## config.mk

```make
export PLATFORM = sky130hd
export DESIGN_NAME = cfg_frame_tx
export DESIGN_NICKNAME = d
export VERILOG_FILES = /design/src/rtl/cft_pkg.sv /design/src/rtl/cft_framer.sv /design/src/rtl/cft_seq.sv /design/src/rtl/cfg_frame_tx.sv
export SDC_FILE = /design/constraint.sdc
export NUM_CORES = 1
export LEC_CHECK = 0
export BUFFER_PORTS_ARGS = -buffer_cell sky130_fd_sc_hd__buf_2
export CORE_AREA = 2 2 126 128
export DETAILED_ROUTE_END_ITERATION = 16
export DIE_AREA = 0 0 128 130
export GPL_ROUTABILITY_DRIVEN = 0
export PLACE_DENSITY = 0.39
export SETUP_SLACK_MARGIN = 0.02
export SYNTH_ARGS = -nofsm -noshare
export SYNTH_HDL_FRONTEND = slang
export SYNTH_HIERARCHICAL = 1
export SYNTH_SLANG_ARGS = --single-unit
```

## constraint.sdc

```tcl
create_clock -name clk -period 3.63 [get_ports clk]
set_input_delay 0.726 -clock clk [delete_from_list [all_inputs] [get_ports clk]]
set_output_delay 0.726 -clock clk [all_outputs]
set_load 0.01 [all_outputs]
```

## src/rtl/cft_pkg.sv

```systemverilog
`timescale 1ns/1ps
package cft_pkg;

   // Sequencer phases of one frame.
   typedef enum logic [1:0] {
      ST_IDLE = 2'd0,
      ST_ARM  = 2'd1,
      ST_SEND = 2'd2,
      ST_STOP = 2'd3
   } cft_state_e;

   // Parity kind codes.
   localparam logic [2:0] PAR_EVEN  = 3'd0;
   localparam logic [2:0] PAR_ODD   = 3'd1;
   localparam logic [2:0] PAR_ZERO  = 3'd2;
   localparam logic [2:0] PAR_ONE   = 3'd3;

   // Stop length codes.
   localparam logic [1:0] STOP_ONE  = 2'd0;
   localparam logic [1:0] STOP_HALF = 2'd1;
   localparam logic [1:0] STOP_TWO  = 2'd2;

endpackage

```

## src/rtl/cft_framer.sv

```systemverilog
`timescale 1ns/1ps
// Combinational frame builder: start bit, ordered and optionally inverted
// data, optional parity, and the index of the last non-stop bit.
module cft_framer
   import cft_pkg::*;
#(
   parameter int DATA_W        = 9,
   parameter int TICKS_PER_BIT = 16,
   parameter int FRAME_W       = DATA_W + 2,
   parameter int IDX_W         = $clog2(FRAME_W),
   parameter int STOP_W        = $clog2(2 * TICKS_PER_BIT + 1)
) (
   input  logic [DATA_W-1:0]  data_i,
   input  logic [1:0]         len_i,
   input  logic               nine_i,
   input  logic [2:0]         par_i,
   input  logic [1:0]         stop_i,
   input  logic               msb_i,
   input  logic               inv_i,
   output logic [FRAME_W-1:0] frame_o,
   output logic [IDX_W-1:0]   last_o,
   output logic [STOP_W-1:0]  stop_ticks_o
);

   localparam int MIN_LEN = DATA_W - 4;

   logic [IDX_W-1:0]   ndata;
   logic [DATA_W-1:0]  mask;
   logic [DATA_W-1:0]  ord;
   logic [DATA_W-1:0]  ordi;
   logic [FRAME_W-1:0] fill;
   logic               has_par;
   logic               pbit;

   assign ndata = nine_i ? IDX_W'(DATA_W) : (IDX_W'(MIN_LEN) + IDX_W'(len_i));

   // One slice per data position: in-range mask and bit-order selection.
   for (genvar k = 0; k < DATA_W; k++) begin : g_slot
      logic [IDX_W-1:0] mirror;
      assign mirror  = ndata - IDX_W'(1) - IDX_W'(k);
      assign mask[k] = (IDX_W'(k) < ndata);
      assign ord[k]  = mask[k] & (msb_i ? data_i[mirror] : data_i[k]);
   end

   assign ordi    = ord ^ (mask & {DATA_W{inv_i}});
   assign has_par = (par_i <= PAR_ONE);
   assign fill    = ~((FRAME_W'(1) << (ndata + IDX_W'(1))) - FRAME_W'(1));

   always_comb begin
      unique case (par_i)
         PAR_EVEN: pbit = ^(data_i & mask);
         PAR_ODD:  pbit = ~^(data_i & mask);
         PAR_ZERO: pbit = 1'b0;
         default:  pbit = 1'b1;
      endcase
   end

   always_comb begin
      frame_o = (FRAME_W'(ordi) << 1) | fill;
      if (has_par && !pbit) begin
         frame_o[ndata + IDX_W'(1)] = 1'b0;
      end
   end

   assign last_o = ndata + IDX_W'(has_par);

   always_comb begin
      unique case (stop_i)
         STOP_HALF: stop_ticks_o = STOP_W'(TICKS_PER_BIT + TICKS_PER_BIT / 2);
         STOP_TWO:  stop_ticks_o = STOP_W'(2 * TICKS_PER_BIT);
         default:   stop_ticks_o = STOP_W'(TICKS_PER_BIT);
      endcase
   end

endmodule

```

## src/rtl/cft_seq.sv

```systemverilog
`timescale 1ns/1ps
// Frame sequencer: captures the built frame on accept and shifts it out
// one bit per TICKS_PER_BIT ticks, followed by the stop time.
module cft_seq
   import cft_pkg::*;
#(
   parameter int TICKS_PER_BIT = 16,
   parameter int FRAME_W       = 11,
   parameter int IDX_W         = $clog2(FRAME_W),
   parameter int STOP_W        = $clog2(2 * TICKS_PER_BIT + 1),
   parameter int TCNT_W        = $clog2(TICKS_PER_BIT)
) (
   input  logic               clk,
   input  logic               rst_n,
   input  logic               tick_i,
   input  logic               accept_i,
   input  logic [FRAME_W-1:0] frame_i,
   input  logic [IDX_W-1:0]   last_i,
   input  logic [STOP_W-1:0]  stop_ticks_i,
   output logic               txd_o,
   output cft_state_e         state_o
);

   cft_state_e         st;
   logic [FRAME_W-1:0] frame_q;
   logic [IDX_W-1:0]   last_q;
   logic [STOP_W-1:0]  stop_q;
   logic [IDX_W-1:0]   idx;
   logic [TCNT_W-1:0]  tcnt;
   logic [STOP_W-1:0]  scnt;
   logic               line;

   always_ff @(posedge clk or negedge rst_n) begin
      if (!rst_n) begin
         st      <= ST_IDLE;
         frame_q <= '1;
         last_q  <= '0;
         stop_q  <= '0;
         idx     <= '0;
         tcnt    <= '0;
         scnt    <= '0;
         line    <= 1'b1;
      end else begin
         unique case (st)
            ST_IDLE: begin
               if (accept_i) begin
                  frame_q <= frame_i;
                  last_q  <= last_i;
                  stop_q  <= stop_ticks_i;
                  st      <= ST_ARM;
               end
            end
            ST_ARM: begin
               if (tick_i) begin
                  line <= frame_q[0];
                  idx  <= '0;
                  tcnt <= '0;
                  st   <= ST_SEND;
               end
            end
            ST_SEND: begin
               if (tick_i) begin
                  if (tcnt == TCNT_W'(TICKS_PER_BIT - 1)) begin
                     tcnt <= '0;
                     if (idx == last_q) begin
                        line <= 1'b1;
                        scnt <= '0;
                        st   <= ST_STOP;
                     end else begin
                        idx  <= idx + IDX_W'(1);
                        line <= frame_q[idx + IDX_W'(1)];
                     end
                  end else begin
                     tcnt <= tcnt + TCNT_W'(1);
                  end
               end
            end
            default: begin
               if (tick_i) begin
                  if (scnt == stop_q - STOP_W'(1)) begin
                     st <= ST_IDLE;
                  end else begin
                     scnt <= scnt + STOP_W'(1);
                  end
               end
            end
         endcase
      end
   end

   assign txd_o   = line;
   assign state_o = st;

endmodule

```

## src/rtl/cfg_frame_tx.sv

```systemverilog
`timescale 1ns/1ps
// Configurable asynchronous frame transmitter (top level).
module cfg_frame_tx
   import cft_pkg::*;
#(
   parameter int DATA_W        = 9,
   parameter int TICKS_PER_BIT = 16
) (
   input  logic              clk,
   input  logic              rst_n,
   input  logic              tick,
   input  logic              in_valid,
   output logic              in_ready,
   input  logic [DATA_W-1:0] in_data,
   input  logic [1:0]        cfg_len,
   input  logic              cfg_nine,
   input  logic [2:0]        cfg_par,
   input  logic [1:0]        cfg_stop,
   input  logic              cfg_msb_first,
   input  logic              cfg_invert,
   output logic              txd,
   output logic              busy
);

   localparam int FRAME_W = DATA_W + 2;
   localparam int IDX_W   = $clog2(FRAME_W);
   localparam int STOP_W  = $clog2(2 * TICKS_PER_BIT + 1);
   localparam int TCNT_W  = $clog2(TICKS_PER_BIT);

   // Elaboration-time parameter checks.
   if (DATA_W < 5 || DATA_W > 16) begin : g_bad_data_w
      $error("cfg_frame_tx: DATA_W must lie in 5..16");
   end
   if (TICKS_PER_BIT < 2 || (TICKS_PER_BIT % 2) != 0) begin : g_bad_ticks
      $error("cfg_frame_tx: TICKS_PER_BIT must be even and at least 2");
   end

   logic [FRAME_W-1:0] frame;
   logic [IDX_W-1:0]   last_idx;
   logic [STOP_W-1:0]  stop_ticks;
   logic               accept;
   cft_state_e         state;

   cft_framer #(
      .DATA_W        (DATA_W),
      .TICKS_PER_BIT (TICKS_PER_BIT),
      .FRAME_W       (FRAME_W),
      .IDX_W         (IDX_W),
      .STOP_W        (STOP_W)
   ) i_framer (
      .data_i       (in_data),
      .len_i        (cfg_len),
      .nine_i       (cfg_nine),
      .par_i        (cfg_par),
      .stop_i       (cfg_stop),
      .msb_i        (cfg_msb_first),
      .inv_i        (cfg_invert),
      .frame_o      (frame),
      .last_o       (last_idx),
      .stop_ticks_o (stop_ticks)
   );

   cft_seq #(
      .TICKS_PER_BIT (TICKS_PER_BIT),
      .FRAME_W       (FRAME_W),
      .IDX_W         (IDX_W),
      .STOP_W        (STOP_W),
      .TCNT_W        (TCNT_W)
   ) i_seq (
      .clk          (clk),
      .rst_n        (rst_n),
      .tick_i       (tick),
      .accept_i     (accept),
      .frame_i      (frame),
      .last_i       (last_idx),
      .stop_ticks_i (stop_ticks),
      .txd_o        (txd),
      .state_o      (state)
   );

   assign in_ready = (state == ST_IDLE);
   assign busy     = (state != ST_IDLE);
   assign accept   = in_valid & in_ready;

endmodule

```

# Yosys cells after proc, flatten, opt, wreduce, memory -nomap -nowiden
# Cells that the tools add are included.
# word_totals
input_bits	23
register_bits	38
output_inout_bits	3
wordCells	162
# op_classes
shifts	1
reduce_logical	18
bitwise	18
n_eq_ne	16
magnitude_cmp	22
n_mux	62
add_sub_neg	17
# ops
op	count
less-than comparator 4 x 5 -> 1 bit (second input constant)	11
binary-select mux 1 bit (select 4 bit)	10
2-to-1 mux 6 bit	5
2-to-1 mux 4 bit	7
2-to-1 mux 1 bit	24
case mux 6 bit (2 select lines)	2
NOT 11 bit	2
AND 9 bit	2
less-than comparator 3 x 4 -> 1 bit (first input constant)	4
case mux 4 bit (2 select lines)	2
subtractor 4 x 3 -> 4 bit (second input constant)	4
2-to-1 mux 2 bit	7
adder 4 x 1 -> 4 bit (second input constant)	3
AND 11 bit	1
2-to-1 mux 11 bit	1
bitwise OR 10 x 11 -> 11 bit	1
<< shifter 1 x 4 -> 11 bit (first input constant)	1
subtractor 11 x 2 -> 11 bit (second input constant)	1
AND 1 bit	10
AND reduction 5 bit	2
XNOR reduction 9 bit	1
parity 9 bit	1
XOR 9 bit	1
less-than comparator 1 x 4 -> 1 bit (first input constant)	2
other kinds (36)	49

# Longest topological paths before layout
# Gate-level depths: netlist of run 1.
# depth
ltp_word	12
mapped_depth	13
mapped_depth_nobuf	12

# Hierarchy
# The synthesis of run 1 kept the hierarchy.
# modules_own_cells
mod	area_per_inst_um2	seq_area_each_um2	cells_each	instances
cft_seq	2204.6	965.9	209	1
cft_framer	1510.2	0.0	221	1
cfg_frame_tx	17.5	0.0	3	1

# Worst setup path after synthesis of run 1
# Ideal clock, no wire load.
# synth_timing
path_kind	input -> register
from	input port cfg_len[0]
to	register i_seq.frame_q[6]
path_stages	13
setup_time_ns	0.082
required_ns	3.548
setup_slack_ns	0.209
arrival_ns	3.339
n_path_buf	2
path_cell_list	ha_1 clkbuf_1 nand2b_1 buf_2 ha_1 nor2b_1 o21a_1 o311ai_0 a2111oi_0 a31oi_1 mux2i_1 a22oi_1 mux2_2
# synth_via
elab_chain_len	12
word_cells_on_any_way	38
classes_between	5 x add/sub; 11 x order compare; 1 x shift; 8 x mux; 8 x bitwise; 5 x reduce/logical
# synth_lines
item	line_no	rtl
start, declared	cfg_frame_tx.sv:15	input logic [1:0] cfg_len,
adder 3 x 2 -> 4 bit (*)	cft_framer.sv:35	assign ndata = nine_i ? IDX_W'(DATA_W) : (IDX_W'(MIN_LEN) + IDX_W'(len_i));
2-to-1 mux 4 bit (*)	cft_framer.sv:35	
subtractor 4 x 1 -> 4 bit	cft_framer.sv:40	assign mirror = ndata - IDX_W'(1) - IDX_W'(k);
subtractor 4 x 3 -> 4 bit	cft_framer.sv:40	
binary-select mux 1 bit (select 4 bit)	cft_framer.sv:42	assign ord[k] = mask[k] & (msb_i ? data_i[mirror] : data_i[k]);
2-to-1 mux 1 bit (implied by the code)	cft_framer.sv:42	
2-to-1 mux 1 bit	cft_framer.sv:42	
AND 1 bit	cft_framer.sv:42	
XOR 9 bit	cft_framer.sv:45	assign ordi = ord ^ (mask & {DATA_W{inv_i}});
bitwise OR 10 x 11 -> 11 bit	cft_framer.sv:59	frame_o = (FRAME_W'(ordi) << 1) | fill;
AND 11 bit (no line)	n/a	
2-to-1 mux 11 bit (*)	cft_framer.sv:60	if (has_par && !pbit) begin
net frame[6]	cfg_frame_tx.sv:38	logic [FRAME_W-1:0] frame;
end signal, assigned	cft_seq.sv:47	frame_q <= frame_i;
end, declared	cft_seq.sv:25	logic [FRAME_W-1:0] frame_q;
# Mark *: on every way through the listed nets, which the timed path passes. The rest lies on a longest branch. The select of a mux whose other input is x is not followed.
# A chain may end at the register's enable or synchronous reset.

# Worst setup path after layout of run 1
# layout_timing
from	input port cfg_len[0]
to	register i_seq.frame_q[7]
# The elaborated chain is that of the path after synthesis.

==> impl_metrics.py, run 1 <==
metrics = {
    "status": {
        "status": "complete, no violations",
    },
    "layout": {
        "diodes": 0,
        "area_growth_pct": 12.77,
        "nets": 493,
        "drive_above_1_share_pct": 21.19,
        "utilization_pct": 27.29,
    },
    "clock_tree": {
        "h-tree-depth": 2,
        "numCtsBuffers": 5,
        "clock_path_buffers": 2,
        "post-cts-setup-buffer-count": 0,
        "post_cts_resized": 0,
        "clk_latency_ns": 0.28,
        "clock-sinks": 38,
        "clk_pin_slew_ns": 0.06,
        "ctsHoldBuffers": 0,
        "cts_root_buf": "clkbuf_16",
        "cts_tree": "done",
    },
    "pwr": {
        "p_leak_nw": 1.793,
        "power.share.sequential_pct": 34.7,
        "combPwrFrac_pct": 46.9,
        "power_switching_uw": 908.2,
        "pwr-share-clk_pct": 18.4,
        "ir_drop_mv": 0.2235,
        "p_int_mw": 1.470,
        "swShare_pct": 38.18,
        "power.density_nw_per_um2": 565.1,
    },
    "synthesis": {
        "synthCells": 433,
        "synth_cell_types": 74,
        "syn_avg_cell_area_um2": 8.620,
        "synth_top_area_share_pct": 17.43,
        "seq_area_frac_synth_pct": 25.88,
        "synth_area_leader_cell": "dfrtp_1",
        "synthArstFlopShare_pct": 100.0,
        "synth_edf_count": 0,
        "synth-seq-cells": 38,
        "synth.area.top_cells": "dfrtp_1 (17%), dfstp_2 (8.4%), mux2_2 (6.6%)",
        "ys.flop_type": "dfrtp_1",
        "netlist_area_um2": 3732,
        "yosysWarnings": 6,
    },
    "worst_hold_path": {
        "hp-class": "flip-flop to flip-flop",
    },
    "sta": {
        "min_period_over_period_pct": 87.34,
        "worstMarginPinSlew_ns": 0.9340,
        "final.setup.tns_ns": 0,
        "fmax_mhz": 315.4,
        "drv_slew": 0,
        "final-hold-violation-count": 0,
        "finalSetupViolCount": 0,
        "rsz0062_at_grt": "false",
        "fin_ws_ns": 0.4595,
        "finalCriticalPeriod_ns": 3.171,
        "relSlewSlack_pct": 37.58,
        "clock_skew_ns": 0.008843,
    },
    "floorplan": {
        "std_cell_rows": 46,
        "fp.dieW_um": 128,
        "initial_utilization_pct": 24.20,
        "io_pins": 26,
        "die_h_um": 130,
        "core-area_um2": 15420,
        "die-area_um2": 16640,
    },
    "critical_path": {
        "cp_num_buf_inv": 1,
        "worstSetupStartpointType": "input pin",
        "slowest_delay_ns": 0.43,
        "worst_path_max_delay_cell": "nor3b_4",
        "critical_path_class": "input pin to flip-flop",
        "worstPathArrival_ns": 3.37,
        "cp.required_ns": 3.83,
        "crit_path_end_kind": "flip-flop",
        "path_cells": "buf_2, ha_1, or2_1, ha_1, nand2b_1, a221oi_2, nor2_1, xnor3_1, o21ai_0, nor3b_4, a41oi_1, mux2_2",
        "crit_family": "simple AND/OR/NAND/NOR gates",
        "path_max_fanout": 7,
        "path_common_cell": "ha_1",
    },
    "grt": {
        "antenna_found_initial": 0,
        "grt_pass1_wl_mm": 16.56,
        "grt_pass1_vias": 3071,
        "grt_max_degree": 39,
        "grt_usage_pct": 12.36,
        "overflow": 0,
    },
    "placed_design": {
        "io_buffers": 25,
        "place_ws_ns": 0.1772,
        "dpl.hpwl_mm": 7.463,
    },
    "drt": {
        "initialDrtViolationCount": 153,
        "routed_wirelength_mm": 9.904,
        "vias": 3181,
        "ant_nets": 0,
        "wl_per_cell_um": 15.36,
        "drtPass1Iterations": 4,
        "drc_errors": 0,
        "vias_per_cell": 4.932,
    },
    "job": {
        "drv_cap": 0,
    },
}
[Yosys cell counts (6+ instances only)]
master	n
nor3_1	14
nand2b_1	12
nor2_1	23
xor2_1	10
clkbuf_1	12
o211ai_1	6
inv_1	18
dfrtp_1	26
o21ai_0	28
buf_2	11
nand3_1	19
nand2_1	33
dfstp_2	12
mux2i_1	17
nor2b_1	12
mux2_2	22
xnor2_1	15
ha_1	18
a21o_1	6
a21oi_1	16
[kinds of logic (layout without fill, tap and decap cells)]
| group | count (synthesis) | after routing | share of synthesized area [%] |
|---|---|---|---|
| AOI/OAI and AO/OA | 108 | 108 | 20.12 |
| xor gates and xnor gates | 27 | 27 | 6.906 |
| adders and majority gates | 18 | 18 | 6.034 |
| buffers and inverters | 53 | 69 | 6.671 |
| DFF | 38 | 38 | 25.88 |
| muxes | 43 | 43 | 13.81 |
| other | 2 | 6 | 0.2012 |
| and+or+nand+nor | 144 | 144 | 20.38 |
[state kept, by name (all words and copies together), names as in the netlist]
| signal | flops |
|---|---|
| i_seq/frame_q | 11 |
| i_seq/scnt | 6 |
| i_seq/stop_q | 6 |
| i_seq/txd_o | 1 |
| i_seq/idx | 4 |
| i_seq/last_q | 4 |
| i_seq/state_o | 2 |
| i_seq/tcnt | 4 |
[power by group through the flow]
stage          Clock, mW  Combinational, mW  Sequential (mW)
2_1_floorplan          0              0.940            0.768
3_3_place_gp           0               1.11            0.833
3_5_place_dp           0               1.12            0.836
4_1_cts            0.460               1.13            0.827
5_1_grt            0.475               1.27            0.858
6_report           0.439               1.11            0.825
[path summary, 6_finish.rpt]
check                                        end            start  slack [ns]  cells past startpoint
worst max-delay path            i_seq/frame_q[7]       cfg_len[0]        0.46                     12
min in group asynchronous          i_seq/tcnt[3]            rst_n        0.59                      1
worst min-delay path                 i_seq/txd_o      i_seq/txd_o        0.48                      2
max in group asynchronous           i_seq/idx[1]            rst_n        2.48                      1
worst max register to register  i_seq/state_o[1]  i_seq/stop_q[0]        1.17                      8
worst min register to register       i_seq/txd_o      i_seq/txd_o        0.48                      2
[per-layer routing]
| layer | part of all wire, % | global-route usage, % | vias to the layer above | wire length [µm] |
|---|---|---|---|---|
| li1 | - | - | 1608 | - |
| met5 | 0 | 0 | - | 0 |
| met3 | 2.9 | 1.353 | 4 | 285 |
| met1 | 49 | 17.02 | 1515 | 4890 |
| met2 | 47 | 21.36 | 54 | 4666 |
| met4 | 0.62 | 1.939 | 0 | 61 |
[worst min-delay path, cell delays in order (launching register included)]
cell	delay, ns
dfstp_2	0.36
nand2_1	0.05
a22oi_1	0.05
[cells in the final DEF (no fill, tap or decap), types with 3 or more instances in the layout]
cell type	count
dfstp_2	12
nor2b_1	12
a22oi_1	3
nand3b_1	3
nand2b_1	12
nand4_1	3
nor3_1	14
o211ai_1	6
nand3_1	19
a211o_1	3
o21ai_0	28
buf_2	25
buf_4	16
ha_1	18
nor3b_1	3
a21oi_1	16
nor4_1	4
and3_1	5
inv_1	18
conb_1	6
nor2_1	23
mux2i_1	17
mux2_2	22
a21o_1	6
xor2_1	10
clkbuf_16	5
o21a_1	3
xnor2_1	15
nand2_1	33
dfrtp_1	26
o31ai_1	5
o22ai_1	3
a211oi_1	5
[metrics by stage]
| stage | power (mW) | instances | hold WS, ns | cell area, µm² |
|---|---|---|---|---|
| final | 2.379 | 645 | 0.4751 | 4209 |
| after CTS | 2.416 | 645 | 0.4762 | 4209 |
| after detailed placement | 1.960 | 637 | 0.4672 | 4061 |
| after floorplan | 1.708 | 437 | 0.4304 | 3747 |
| after global placement | 1.940 | 637 | 0.4697 | 4061 |
| after global routing | 2.602 | 645 | 0.5099 | 4209 |
[cell type report]
| class | instances | area [µm²] |
|---|---|---|
| Fill cell | 1670 | 11220 |
| Multi-Input combinational cell | 346 | 2532 |
| Sequential cell | 38 | 965.9 |
| Timing Repair Buffer | 41 | 245.2 |
| Tap cell | 192 | 240.2 |
| Clock buffer | 7 | 142.6 |
| Inverter | 20 | 77.57 |
| Clock inverter | 1 | 5.005 |
(Power assumes the default switching activity.)
==> inputs of run 2 (changes only) <==
--- a/config.mk
+++ b/config.mk
@@ -5,8 +5,9 @@
 export SDC_FILE = /design/constraint.sdc
 export NUM_CORES = 1
 export LEC_CHECK = 0
-export BUFFER_PORTS_ARGS = -buffer_cell sky130_fd_sc_hd__buf_2
+export BUFFER_PORTS_ARGS = -buffer_cell sky130_fd_sc_hd__buf_4
 export CORE_AREA = 2 2 126 128
+export CTS_CLUSTER_SIZE = 14
 export DETAILED_ROUTE_END_ITERATION = 16
 export DIE_AREA = 0 0 128 130
 export GPL_ROUTABILITY_DRIVEN = 0
==> run 2 against run 1 <==
Utilization rose by 0.40 points. Largest power group unchanged. Cell area rose by 1.5%. Fmax rose by 0.12%. Critical endpoint unchanged.
==> impl_metrics.py, run 2 (synthesis gave the netlist of run 1 again) <==
metrics = {
    "sta": {
        "worstMarginPinSlew_ns": 0.9153,
        "finalSetupViolCount": 0,
        "whs_ns": 0.4165,
        "relSlewSlack_pct": 38.83,
        "fmax_mhz": 315.8,
        "fin_ws_ns": 0.4633,
        "min_period_over_period_pct": 87.24,
        "finalCriticalPeriod_ns": 3.167,
        "final.setup.tns_ns": 0,
        "rsz0062_at_grt": "false",
        "drv_slew": 0,
        "final-hold-violation-count": 0,
        "clock_skew_ns": 0.009482,
    },
    "drt": {
        "routed_wirelength_mm": 9.754,
        "ant_nets": 0,
        "drtPass1Iterations": 5,
        "vias": 3211,
        "vias_per_cell": 4.978,
        "initialDrtViolationCount": 138,
        "drc_errors": 0,
        "wl_per_cell_um": 15.12,
    },
    "clock_tree": {
        "clock_path_buffers": 2,
        "clock-sinks": 38,
        "ctsHoldBuffers": 0,
        "clk_pin_slew_ns": 0.06,
        "post_cts_resized": 0,
        "numCtsBuffers": 5,
        "clk_latency_ns": 0.28,
        "h-tree-depth": 2,
        "cts_root_buf": "clkbuf_16",
        "cts_tree": "done",
        "post-cts-setup-buffer-count": 0,
    },
    "worst_hold_path": {
        "hp-class": "input pin to asynchronous set/reset pin",
    },
    "floorplan": {
        "die-area_um2": 16640,
        "initial_utilization_pct": 24.20,
        "io_pins": 26,
        "die_h_um": 130,
        "fp.dieW_um": 128,
        "std_cell_rows": 46,
        "core-area_um2": 15420,
    },
    "grt": {
        "grt_pass1_wl_mm": 16.04,
        "overflow": 0,
        "antenna_found_initial": 0,
        "grt_max_degree": 39,
        "grt_usage_pct": 12.08,
        "grt_pass1_vias": 3068,
    },
    "layout": {
        "nets": 493,
        "nFillCells": 1648,
        "register_area_um2": 965.9,
        "final_area_um2": 4270,
        "fin_cells": 645,
        "reg_top3": "i_seq/frame_q x11, i_seq/scnt x6, i_seq/stop_q x6",
        "largest_register": "i_seq/frame_q",
        "utilization_pct": 27.68,
        "largest_reg_flops": 11,
        "final_common_cell": "buf_4",
        "area_growth_pct": 14.42,
        "mostFrequentLayoutCells": "buf_4 (41), nand2_1 (33), o21ai_0 (28)",
        "drive_above_1_share_pct": 20.97,
        "diodes": 0,
        "multi_input_area_um2": 2532,
    },
    "critical_path": {
        "cp.required_ns": 3.83,
        "worstSetupStartpointType": "input pin",
        "critical_path_class": "input pin to flip-flop",
        "reg2reg_to": "i_seq/state_o[1]",
        "reg2regPathDepth": 8,
        "path_max_fanout": 8,
        "r2r_setup_slack_ns": 1.21,
        "r2r-start": "i_seq/stop_q[0]",
        "crit_path_end_kind": "flip-flop",
        "worstPathArrival_ns": 3.36,
    },
    "status": {
        "status": "complete, no violations",
    },
    "placed_design": {
        "dpl_cell_area_um2": 4124,
        "dpl.hpwl_mm": 7.558,
        "place_ws_ns": 0.1267,
        "dp_cells": 637,
        "io_buffers": 25,
    },
    "pwr": {
        "power.density_nw_per_um2": 562.6,
        "fin_total_pwr_mw": 2.403,
        "ir_drop_mv": 0.1898,
        "p_leak_nw": 1.812,
    },
    "job": {
        "drv_cap": 0,
    },
}
## run 2: cell type report
type	count	share of cell area (%)
sequential	38	22.62
timing repair buffer	41	7.208
multi-input combinational	346	59.30
clock buffer	8	3.428
tap	192	5.626
inverter	20	1.817
## run 2: worst max path at each step
stage	start	endpoint	slack [ns]	cells after the start
after CTS	cfg_len[0]	i_seq/frame_q[7]	0.41	12
after global placement	cfg_len[0]	i_seq/frame_q[7]	0.18	12
final	cfg_len[0]	i_seq/frame_q[7]	0.46	12
after detailed placement	cfg_len[0]	i_seq/frame_q[8]	0.13	12
after global routing	cfg_len[0]	i_seq/frame_q[7]	0.16	11
after floorplan	cfg_len[0]	i_seq/frame_q[6]	0.21	13
## run 2: power breakdown
group          switching, mW  internal, mW  leakage [nW]
Sequential             0.178         0.643         0.442
Clock                  0.164         0.274        0.0712
Combinational          0.571         0.572          1.30
## run 2: layer usage
metal  vias up  track usage [%]  routed length [µm]
met5         -                0                   0
met4         0            2.133                  45
met3         2            1.353                 224
met2        45            20.86                4577
met1      1556            16.54                4906
li1       1608                -                   -
## run 2: worst max-delay path: stages
cell and delay, ns:
buf_4 0.11, ha_1 0.19, or2_1 0.33, ha_1 0.25
nand2b_1 0.16, a221oi_2 0.17, nor2_1 0.08, xnor3_1 0.38
o21ai_0 0.17, nor3b_4 0.36, a41oi_1 0.15, mux2_2 0.28
